--- src/rtl/irq_flag_pkg.sv ---
package irq_flag_pkg;
  localparam int N_CH      = 5;  // channels 2..6
  localparam int N_SEL     = 2;  // channels with selectable polarity (lowest indices)
  localparam int CMP_BASE  = 1;  // first channel that takes a compare pulse
  localparam int N_CMP     = N_CH - CMP_BASE;
  typedef enum logic { EDGE_FALL = 1'b0, EDGE_RISE = 1'b1 } edge_sel_e;
endpackage

--- src/rtl/irq_sync.sv ---
module irq_sync #(
  parameter int WIDTH  = 5,
  parameter int STAGES = 2
) (
  input  logic             clk,
  input  logic             rst,
  input  logic [WIDTH-1:0] d_async,
  output logic [WIDTH-1:0] q_sync
);
  logic [STAGES-1:0][WIDTH-1:0] chain;

  always_ff @(posedge clk) begin
    if (rst) chain <= '0;
    else begin
      chain[0] <= d_async;
      for (int s = 1; s < STAGES; s++) chain[s] <= chain[s-1];
    end
  end

  assign q_sync = chain[STAGES-1];
endmodule

--- src/rtl/irq_edge_det.sv ---
module irq_edge_det
  import irq_flag_pkg::*;
#(
  parameter int WIDTH = 5,
  parameter int NSEL  = 2
) (
  input  logic             clk,
  input  logic             rst,
  input  logic [WIDTH-1:0] level,
  input  logic [NSEL-1:0]  pol,
  output logic [WIDTH-1:0] pulse
);
  // previous raw level; polarity is applied after the compare
  logic [WIDTH-1:0] prev_lvl;
  logic [WIDTH-1:0] rise, fall;

  always_ff @(posedge clk) begin
    if (rst) prev_lvl <= '0;
    else     prev_lvl <= level;
  end

  assign rise = level & ~prev_lvl;
  assign fall = ~level & prev_lvl;

  for (genvar i = 0; i < WIDTH; i++) begin : g_ch
    if (i < NSEL) begin : g_sel
      assign pulse[i] = (edge_sel_e'(pol[i]) == EDGE_RISE) ? rise[i] : fall[i];
    end else begin : g_fixed
      assign pulse[i] = rise[i];
    end
  end
endmodule

--- src/rtl/irq_flag_bank.sv ---
module irq_flag_bank #(
  parameter int WIDTH = 5
) (
  input  logic             clk,
  input  logic             rst,
  input  logic [WIDTH-1:0] hw_set,
  input  logic [WIDTH-1:0] ack,
  input  logic             sw_en,
  input  logic [WIDTH-1:0] sw_data,
  output logic [WIDTH-1:0] flags
);
  logic [WIDTH-1:0] kept;

  always_comb begin
    if (sw_en) kept = sw_data;
    else       kept = flags & ~ack;
  end

  always_ff @(posedge clk) begin
    if (rst) flags <= '0;
    else     flags <= hw_set | kept;
  end
endmodule

--- src/rtl/ext_irq_flags.sv ---
module ext_irq_flags
  import irq_flag_pkg::*;
#(
  parameter int SYNC_STAGES = 2
) (
  input  logic             clk,
  input  logic             rst,
  input  logic [N_CH-1:0]  irq_pin,
  input  logic [N_CMP-1:0] cmp_evt,
  input  logic [N_CH-1:0]  ack,
  input  logic             flag_wr_en,
  input  logic [N_CH-1:0]  flag_wr_data,
  input  logic             pol_wr_en,
  input  logic [N_SEL-1:0] pol_wr_val,
  output logic [N_SEL-1:0] pol,
  output logic [N_CH-1:0]  pending
);
  logic [N_CH-1:0] pin_s;
  logic [N_CH-1:0] edge_pulse;
  logic [N_CH-1:0] cmp_vec;
  logic [N_CH-1:0] hw_set;

  always_ff @(posedge clk) begin
    if (rst)            pol <= '0;
    else if (pol_wr_en) pol <= pol_wr_val;
  end

  irq_sync #(.WIDTH(N_CH), .STAGES(SYNC_STAGES)) u_sync (
    .clk(clk), .rst(rst), .d_async(irq_pin), .q_sync(pin_s)
  );

  irq_edge_det #(.WIDTH(N_CH), .NSEL(N_SEL)) u_edge (
    .clk(clk), .rst(rst), .level(pin_s), .pol(pol), .pulse(edge_pulse)
  );

  for (genvar i = 0; i < N_CH; i++) begin : g_cmp
    if (i >= CMP_BASE) begin : g_on
      assign cmp_vec[i] = cmp_evt[i-CMP_BASE];
    end else begin : g_off
      assign cmp_vec[i] = 1'b0;
    end
  end

  assign hw_set = edge_pulse | cmp_vec;

  irq_flag_bank #(.WIDTH(N_CH)) u_bank (
    .clk(clk), .rst(rst), .hw_set(hw_set), .ack(ack),
    .sw_en(flag_wr_en), .sw_data(flag_wr_data), .flags(pending)
  );
endmodule

--- config.mk ---
export PLATFORM = sky130hd
export DESIGN_NAME = ext_irq_flags
export DESIGN_NICKNAME = d
export VERILOG_FILES = /design/src/rtl/irq_flag_pkg.sv /design/src/rtl/irq_sync.sv /design/src/rtl/irq_edge_det.sv /design/src/rtl/irq_flag_bank.sv /design/src/rtl/ext_irq_flags.sv
export SDC_FILE = /design/constraint.sdc
export NUM_CORES = 1
export LEC_CHECK = 0
export BUFFER_PORTS_ARGS = -buffer_cell sky130_fd_sc_hd__buf_2
export CORE_MARGIN = 2
export CORE_UTILIZATION = 47
export DETAILED_ROUTE_END_ITERATION = 10
export GPL_TIMING_DRIVEN = 0
export HOLD_SLACK_MARGIN = 0.12
export PLACE_DENSITY = 0.79
export SYNTH_ARGS = -nofsm -noshare
export SYNTH_HDL_FRONTEND = slang
export SYNTH_SLANG_ARGS = --single-unit
--- constraint.sdc ---
create_clock -name clk -period 1.6 [get_ports clk]
set_input_delay 0.16 -clock clk [delete_from_list [all_inputs] [get_ports clk]]
set_output_delay 0.16 -clock clk [all_outputs]
set_load 0.03 [all_outputs]
==> flow_summary.ini, run 1 <==
[clock_network]
postCtsSetupRepairBufs = 0
worstSkewPairLatency_ns = 0.32
cts_tree = done
path_clk_slew_ns = 0.13
ctsHtreeMaxLevel = 1
cts.sinks = 22
cts_buffers = 3
cts_buffer_depth = 2
clock_tree.root_cell = clkbuf_4

[sta]
period_needed_ns = 1.36
rsz0062_at_grt = false
slew_headroom = 0.687
setup_viol = 0
skew_ns = 0.0116
fin_crit_sh = 0.853
worst_slew_pin_slew_ns = 0.469
worst_slack_ns = 0.235
max_freq_mhz = 733
hold_ws_ns = 0.128
hold_viol = 0
finalSetupTns_ns = 0
final_max_slew_viol_count = 0

[setup_path]
critPathMostFrequentCell = dlygate4sd3_1
start_kind = input port
crit_fanout = 1
rrSetupSlack_ns = 0.38
crit_chain = dlygate4sd3_1 -> buf_2 -> mux2i_1 -> dlygate4sd3_1 -> nor2_1
max_stage_delay_ns = 0.58
cp-end-kind = register
required_ns = 1.81
r2r_start = pol[0]
critPathTopFamily = buffers and inverters
worstSetupPathType = in2reg
critPathBufInv = 3
reg2reg_to = pol[0]
ff2ff_path_depth = 3
crit_arrival_ns = 1.57
slowest_stage = dlygate4sd3_1

[floorplanning]
start_util = 0.492
io_pins = 32
die_x_um = 43.5
die_h_um = 43.5
die_area_um2 = 1890
core_um2 = 1490
rows = 14

[job]
cap_violations = 0

[min_path]
worstHoldStart = cmp_evt[2]
min_to = u_bank.flags[3]
hold_path.class = in2reg
hold-path-cell-count = 3

[drt]
drtIter0Drc = 4
wl_per_cell_um = 12.3
vias_per_cell = 4.72
vias = 637
wl_um = 1660
postRouteAntennaNets = 0
post-route-drc-count = 0
dr.pass1.iters = 4

[placement]
dp_cells = 114
gp_congestion = 0.625
io_buffers = 30
dp_slack_ns = 0.677
dp_hpwl_um = 938

[synthesis]
post_synth_xor_area_fraction = 0
synth_fp_nets = 93
synth.area.mux_share = 0.0274
synthSimpleGateAreaFrac = 0.244
ys_types = 16
synth-compound-area-share = 0.0855
synth_top_family_by_area = simple AND/OR/NAND/NOR gates
synthesis.area_um2 = 732
netlist_instances = 68
synthAdderAreaFrac = 0
ys_ff_latch = 22
avgSynthCellArea_um2 = 10.8
yosysWarnings = 0
ys_seq_area_frac = 0.602

[global_route]
antenna_found_initial = 0
grt_pass1_wl_um = 2550
grt_pass1_vias = 578
grt.overflow.total = 0
grtUsageTotal = 0.195
grt_max_degree = 14

[layout]
final_common_cell = buf_2
area_growth_pct = 53.7
drive_gt1_frac = 0.294
post-route-util = 0.755
num_antenna_cells = 0
finalNetCount = 145
final_cells = 135
final_cell_mix = buf_2 (30), dfxtp_1 (22), dlygate4sd3_1 (17)

[pwr]
vdd_drop_max_mv = 0.758
pwr_density_cell_nw_per_um2 = 1030
p_leak_uw = 0.000499

[status]
outcome = finished clean
-- logic make-up (layout without fill, tap and decap cells) --
group                  count (synthesis)  in the layout
AO/OA/AOI/OAI                         10             10
buffers and inverters                  6             57
multiplexers                           2              2
AND/OR/NAND/NOR                       28             28
flip-flops                            22             22
-- how the worst max path moves through the flow --
| stage | start | endpoint | depth (start not counted) |
|---|---|---|---|
| after CTS | pol_wr_val[0] | pol[0] | 5 |
| final | pol_wr_val[0] | pol[0] | 5 |
| after global routing | pol_wr_val[1] | pol[1] | 5 |
| after floorplan | u_bank.flags[3] | u_bank.flags[3] | 2 |
| after detailed placement | u_edge.prev_lvl[2] | u_bank.flags[2] | 3 |
| after global placement | pol[0] | u_bank.flags[0] | 2 |
-- through the flow --
stage	power (µW)	area (µm²)
4_1_cts	1170	1120
6_report	1160	1120
2_1_floorplan	664	732
5_1_grt	1200	1120
3_5_place_dp	713	902
3_3_place_gp	708	902
-- repair_timing --
item | in CTS | in global routing
resized for setup | 0 | 0
hold endpoints to repair | 14 | 0
hold buffers | 17 | 0
-- cell type report --
type | instances | area (µm²)
flip-flops and latches | 22 | 440
fillers | 111 | 364
repair buffers | 47 | 320
multi-input cells | 40 | 262
clock inverters | 1 | 30.0
clock buffers | 3 | 22.5
well taps | 16 | 20.0
plain buffers | 3 | 18.8
inverters | 3 | 11.3
-- per-layer routing --
layer,track usage,wire [µm]
met2,0.337,860
met4,0.127,41
met3,0.0250,84
met5,0,0
met1,0.225,672
-- synth_stat cells --
cell type   n  area share
or3b_1      3       0.036
dfxtp_1    22        0.60
a21oi_1     6       0.041
a221oi_1    3       0.036
a31oi_1     1      0.0086
buf_6       1       0.015
nor3b_1     3       0.031
clkbuf_1    2       0.010
nor2b_1    15        0.13
mux2i_1     2       0.027
nand3b_1    1       0.010
nor2_1      3       0.015
nor3_1      1      0.0068
nand2_1     1      0.0051
and3b_1     1       0.012
inv_1       3       0.015
-- sequential cells by signal, summed over array words and instances (netlist names) --
register,cells
u_sync.q_sync,5
u_edge.prev_lvl,5
u_bank.flags,5
u_sync.chain,5
pol,2
-- tightest hold or removal path, delay by kind of cell --
family	cells	cell delay, ns
buffers and inverters	1	0.08
AO/OA/AOI/OAI	2	0.17
-- report_power, final --
group	switching [µW]	internal [µW]
clock network	172	254
registers	11.7	575
logic	68.3	82.8
total	252	912
Note: power is estimated with default switching activity, not from simulation.
==> run 2, diff against run 1 <==
- CORE_ASPECT_RATIO: default -> 0.8
- CORE_MARGIN: 2 -> 4
- CORE_UTILIZATION: 47 -> 40
- PLACE_DENSITY: 0.79 -> 0.72
- clock period: 1.6 -> 1.2 ns (I/O delays scaled with it)
==> run 2 against run 1 <==
- critical path depth shrank 1
- sequential power rose by 33%
- power increased by 18%
- non-clock buffer count up 1
- combinational power is 33% higher
- flip-flop and latch count stayed put
- first-iteration DRC count did not move
- critical endpoint is now u_bank.flags[4]
- largest power group unchanged
- highest routed layer is now met3
==> flow_summary.ini, run 2 (synthesized netlist as in run 1, its figures left out) <==
[global_route]
grt_pass1_wl_um = 2860
grt_pass1_vias = 610
antenna_found_initial = 0
grt.overflow.total = 0
grtUsageTotal = 0.148
grt_max_degree = 13

[placement]
gp_congestion = 0.685
dp_hpwl_um = 1040
io_buffers = 30

[setup_path]
max_stage_delay_ns = 0.55
start_kind = input port
slowest_stage = dlygate4sd3_1
rrSetupSlack_ns = 0.24
reg2reg_to = u_bank.flags[0]
required_ns = 1.43
r2r_start = pol[0]
worstSetupPathType = in2reg
crit_chain = dlygate4sd3_1 -> buf_6 -> or3b_1 -> a21oi_1
crit_fanout = 10
cp-end-kind = register
ff2ff_path_depth = 2
crit_arrival_ns = 1.33

[clock_network]
clock_tree.root_cell = clkbuf_4
cts_buffers = 3
cts_buffer_depth = 2
postCtsSetupRepairBufs = 0
ctsHtreeMaxLevel = 1
cts_tree = done
worstSkewPairLatency_ns = 0.29
path_clk_slew_ns = 0.11
cts.sinks = 22

[pwr]
p_leak_uw = 0.000502
switching_share = 0.225
switchingPower_uw = 308
internal_power_uw = 1060
total_power_uw = 1370
p_clk_frac = 0.283
vdd_drop_max_mv = 0.741
combPwrFrac = 0.147
pwr_density_cell_nw_per_um2 = 1220
p_seq_frac = 0.570

[layout]
nFillCells = 143
num_antenna_cells = 0
register_area_um2 = 440
post-route-util = 0.673
area_growth_pct = 54.0
final_common_cell = buf_2
drive_gt1_frac = 0.300
multi_input_area_um2 = 262
finalNetCount = 146
final_cell_mix = buf_2 (30), dfxtp_1 (22), dlygate4sd3_1 (18)

[floorplanning]
rows = 13
die_area_um2 = 2580
start_util = 0.437
die_h_um = 46.3
io_pins = 32
core_um2 = 1680
die_x_um = 55.8

[sta]
slew_headroom = 0.705
skew_ns = 0.00289
period_needed_ns = 1.10
fin_crit_sh = 0.919
final_max_slew_viol_count = 0
hold_viol = 0
finalSetupTns_ns = 0
rsz0062_at_grt = false
worst_slew_pin_slew_ns = 0.442
max_freq_mhz = 906
setup_viol = 0

[drt]
met1_length_um = 707
dr.pass1.iters = 4
postRouteAntennaNets = 0
wl_um = 1640
wl_per_cell_um = 11.5
post-route-drc-count = 0
met3WireLength_um = 136
route.met2.wl_um = 791
drtIter0Drc = 4
dr.max_layer_used = met3
vias_per_cell = 4.49
vias = 637

[job]
cap_violations = 0

[min_path]
hold-path-cell-count = 3
min_to = u_bank.flags[3]
hold_path.class = in2reg
worstHoldStart = flag_wr_data[3]

[status]
outcome = finished clean
-- run 2: cell types whose count changed in the layout (fill, tap and decap cells not counted) --
cell,change
clkbuf_1,-1
clkbuf_8,+1
bufinv_16,-1
dlygate4sd3_1,+1
clkbuf_2,+1
-- run 2: per-stage QoR --
step | area, µm² | hold WS (ns) | setup WS (ns) | cells
after global placement | 910 | 0.323 | 0.303 | 120
after global routing | 1130 | 0.120 | 0.0507 | 142
after CTS | 1130 | 0.121 | 0.106 | 142
after detailed placement | 910 | 0.322 | 0.252 | 120
after floorplan | 732 | 0.192 | 0.181 | 68
final | 1130 | 0.126 | 0.0966 | 142
-- run 2: routing by layer --
layer	vias up	track usage
met5	-	0
met4	0	0.0427
met3	0	0.0532
met2	24	0.257
met1	280	0.176
li1	333	-
-- run 2: power by group through the flow --
stage,logic (µW),registers (µW),clock network (µW)
after floorplan,56.4,828,0
after CTS,200,781,405
after global routing,222,786,439
after global placement,151,796,0
after detailed placement,154,798,0
final,201,781,388
-- run 2: timing repair --
item                                    CTS  global route
endpoints found under the hold margin    13             0
gates resized for setup                   0             2
hold buffers                             18             0
endpoints found under the setup margin    0             2
-- run 2: cell type report --
cell class              count  area share
plain buffers               3      0.0178
inverters                   3     0.00999
repair buffers             48       0.293
well taps                  22      0.0244
multi-input cells          40       0.232
flip-flops and latches     22       0.391
clock buffers               4      0.0322
-- run 2: how the worst max path moves through the flow --
| stage | startpoint | endpoint | slack (ns) | cells past startpoint |
|---|---|---|---|---|
| 2_1_floorplan | u_bank.flags[3] | u_bank.flags[3] | 0.18 | 2 |
| 3_3_place_gp | pol[0] | u_bank.flags[0] | 0.30 | 2 |
| 3_5_place_dp | pol[0] | u_bank.flags[0] | 0.25 | 2 |
| 4_1_cts | flag_wr_en | u_bank.flags[4] | 0.11 | 4 |
| 5_1_grt | rst | u_edge.prev_lvl[0] | 0.05 | 4 |
| 6_report | flag_wr_en | u_bank.flags[4] | 0.1 | 4 |
-- run 2: worst max-delay path: cells and delay by family --
kind,cells,cell delay (ns)
and+or+nand+nor,1,0.38
AOI/OAI and AO/OA,1,0.14
buffers and inverters,2,0.70
==> run 3, diff against run 2 <==
- REMOVE_ABC_BUFFERS: default -> 1
- SETUP_SLACK_MARGIN: default -> 0.1
- SLEW_MARGIN: default -> 30
==> run 3 against run 2 <==
- clock power is 1% lower
- largest cell class unchanged
- largest power group unchanged
- critical endpoint is now pol[1]
- core utilization is 1.3 points lower
- combinational power is 4% lower
- power is 1.0% lower
==> flow_summary.ini, run 3 (synthesized netlist as in run 1, its figures left out) <==
[status]
outcome = finished clean

[floorplanning]
die_area_um2 = 2580
core_um2 = 1680
start_util = 0.437
io_pins = 32
die_h_um = 46.3
rows = 13
die_x_um = 55.8

[setup_path]
rrSetupSlack_ns = 0.27
cp-end-kind = output pin
max_stage_delay_ns = 0.40
crit_fanout = 4
required_ns = 1.08
slowest_stage = dfxtp_1
ff2ff_path_depth = 2
critPathBufInv = 1
start_kind = register
crit_chain = clkbuf_4
critPathTopFamily = flip-flops
crit_arrival_ns = 0.91
worstSetupPathType = reg2out
critPathLaunch = pol[1]
reg2reg_to = u_bank.flags[0]
r2r_start = pol[0]

[placement]
dp_slack_ns = 0.280
dp_hpwl_um = 976
io_buffers = 31
gp_congestion = 0.695
placed_cell_area_um2 = 896

[sta]
skew_ns = 0.00264
worst_slew_pin_slew_ns = 0.364
fin_crit_sh = 0.855
max_freq_mhz = 975
worst_slack_ns = 0.174
setup_viol = 0
period_needed_ns = 1.03
rsz0062_at_grt = false
final_max_slew_viol_count = 0
slew_headroom = 0.758
hold_viol = 0
finalSetupTns_ns = 0

[clock_network]
cts_tree = done
ctsHtreeMaxLevel = 1
path_clk_slew_ns = 0.11
clock_tree.root_cell = clkbuf_4
worstSkewPairLatency_ns = 0.29
cts_buffer_depth = 2
cts_buffers = 3
cts.sinks = 22

[layout]
finalNetCount = 143
final_common_cell = buf_2
drive_gt1_frac = 0.299
design_area_um2 = 1100
area_growth_pct = 50.9
final_cell_mix = buf_2 (30), dfxtp_1 (22), dlygate4sd3_1 (17)
num_antenna_cells = 0

[drt]
vias_per_cell = 4.55
wl_um = 1510
wl_per_cell_um = 10.8
postRouteAntennaNets = 0
vias = 633
drtIter0Drc = 10
dr.pass1.iters = 3
post-route-drc-count = 0

[global_route]
grt_pass1_wl_um = 2610
grt.overflow.total = 0
grt_pass1_vias = 591
grt_max_degree = 23
antenna_found_initial = 0
grtUsageTotal = 0.134

[pwr]
pwr_density_cell_nw_per_um2 = 1230
switchingPower_uw = 300
p_seq_frac = 0.576
p_clk_frac = 0.282
internal_power_uw = 1060
total_power_uw = 1360
vdd_drop_max_mv = 1.23
combPwrFrac = 0.142
switching_share = 0.221
p_leak_uw = 0.000491

[min_path]
min_to = u_bank.flags[4]
hold_path.class = in2reg
worstHoldStart = flag_wr_data[4]
hold-path-cell-count = 3

[job]
cap_violations = 0
run 3: cell types whose count changed in the layout (fill, tap and decap cells not counted), sizes merged:
cell         before  now
buf              31   30
dlygate4sd3      18   17
clkbuf            6    5
run 3: how the worst max path moves through the flow:
stage | slack (ns) | end | depth (start not counted)
after detailed placement | 0.28 | u_bank.flags[0] | 2
after floorplan | 0.18 | u_bank.flags[3] | 2
final | 0.17 | pol[1] | 1
after global routing | 0.10 | pol[1] | 1
after CTS | 0.16 | pol[1] | 1
after global placement | 0.30 | u_bank.flags[0] | 2
run 3: routing by layer:
metal	GRT usage	part of all wire	vias to the layer above
met4	0.0284	0.0080	0
met5	0	0	-
met2	0.241	0.50	21
li1	-	-	326
met3	0.0700	0.088	2
met1	0.146	0.40	284
run 3: power by group through the flow:
stage	Clock, µW	Combinational, µW	Sequential (µW)
2_1_floorplan	0	42.6	828
3_3_place_gp	0	145	796
3_5_place_dp	0	148	798
4_1_cts	407	190	782
5_1_grt	435	211	786
6_report	383	192	782
run 3: worst register-to-register path, stage by stage (launching register included):
cell	delay, ns
dfxtp_1	0.35
or3b_1	0.37
a31oi_1	0.15
run 3: through the flow:
step / utilization / hold slack [ns] / std cells
finish: 0.659 / 0.128 / 139
global route: 0.659 / 0.155 / 139
CTS: 0.658 / 0.123 / 139
detailed placement: 0.535 / 0.334 / 118
global placement: 0.535 / 0.330 / 118
floorplan: - / 0.189 / 65
run 3: timing repair:
item | in CTS | in global routing
gates resized for setup | 0 | 1
setup endpoints to repair | 0 | 1
buffers inserted | 0 | 0
endpoints found under the hold margin | 12 | 0
hold buffers | 17 | 0
run 3: cell type report:
| cell class | count | area, µm² |
|---|---|---|
| Inverter | 3 | 11.3 |
| Sequential cell | 22 | 440 |
| Multi-Input combinational cell | 40 | 262 |
| Fill cell | 152 | 571 |
| Clock buffer | 4 | 36.3 |
| Timing Repair Buffer | 48 | 328 |
| Tap cell | 22 | 27.5 |
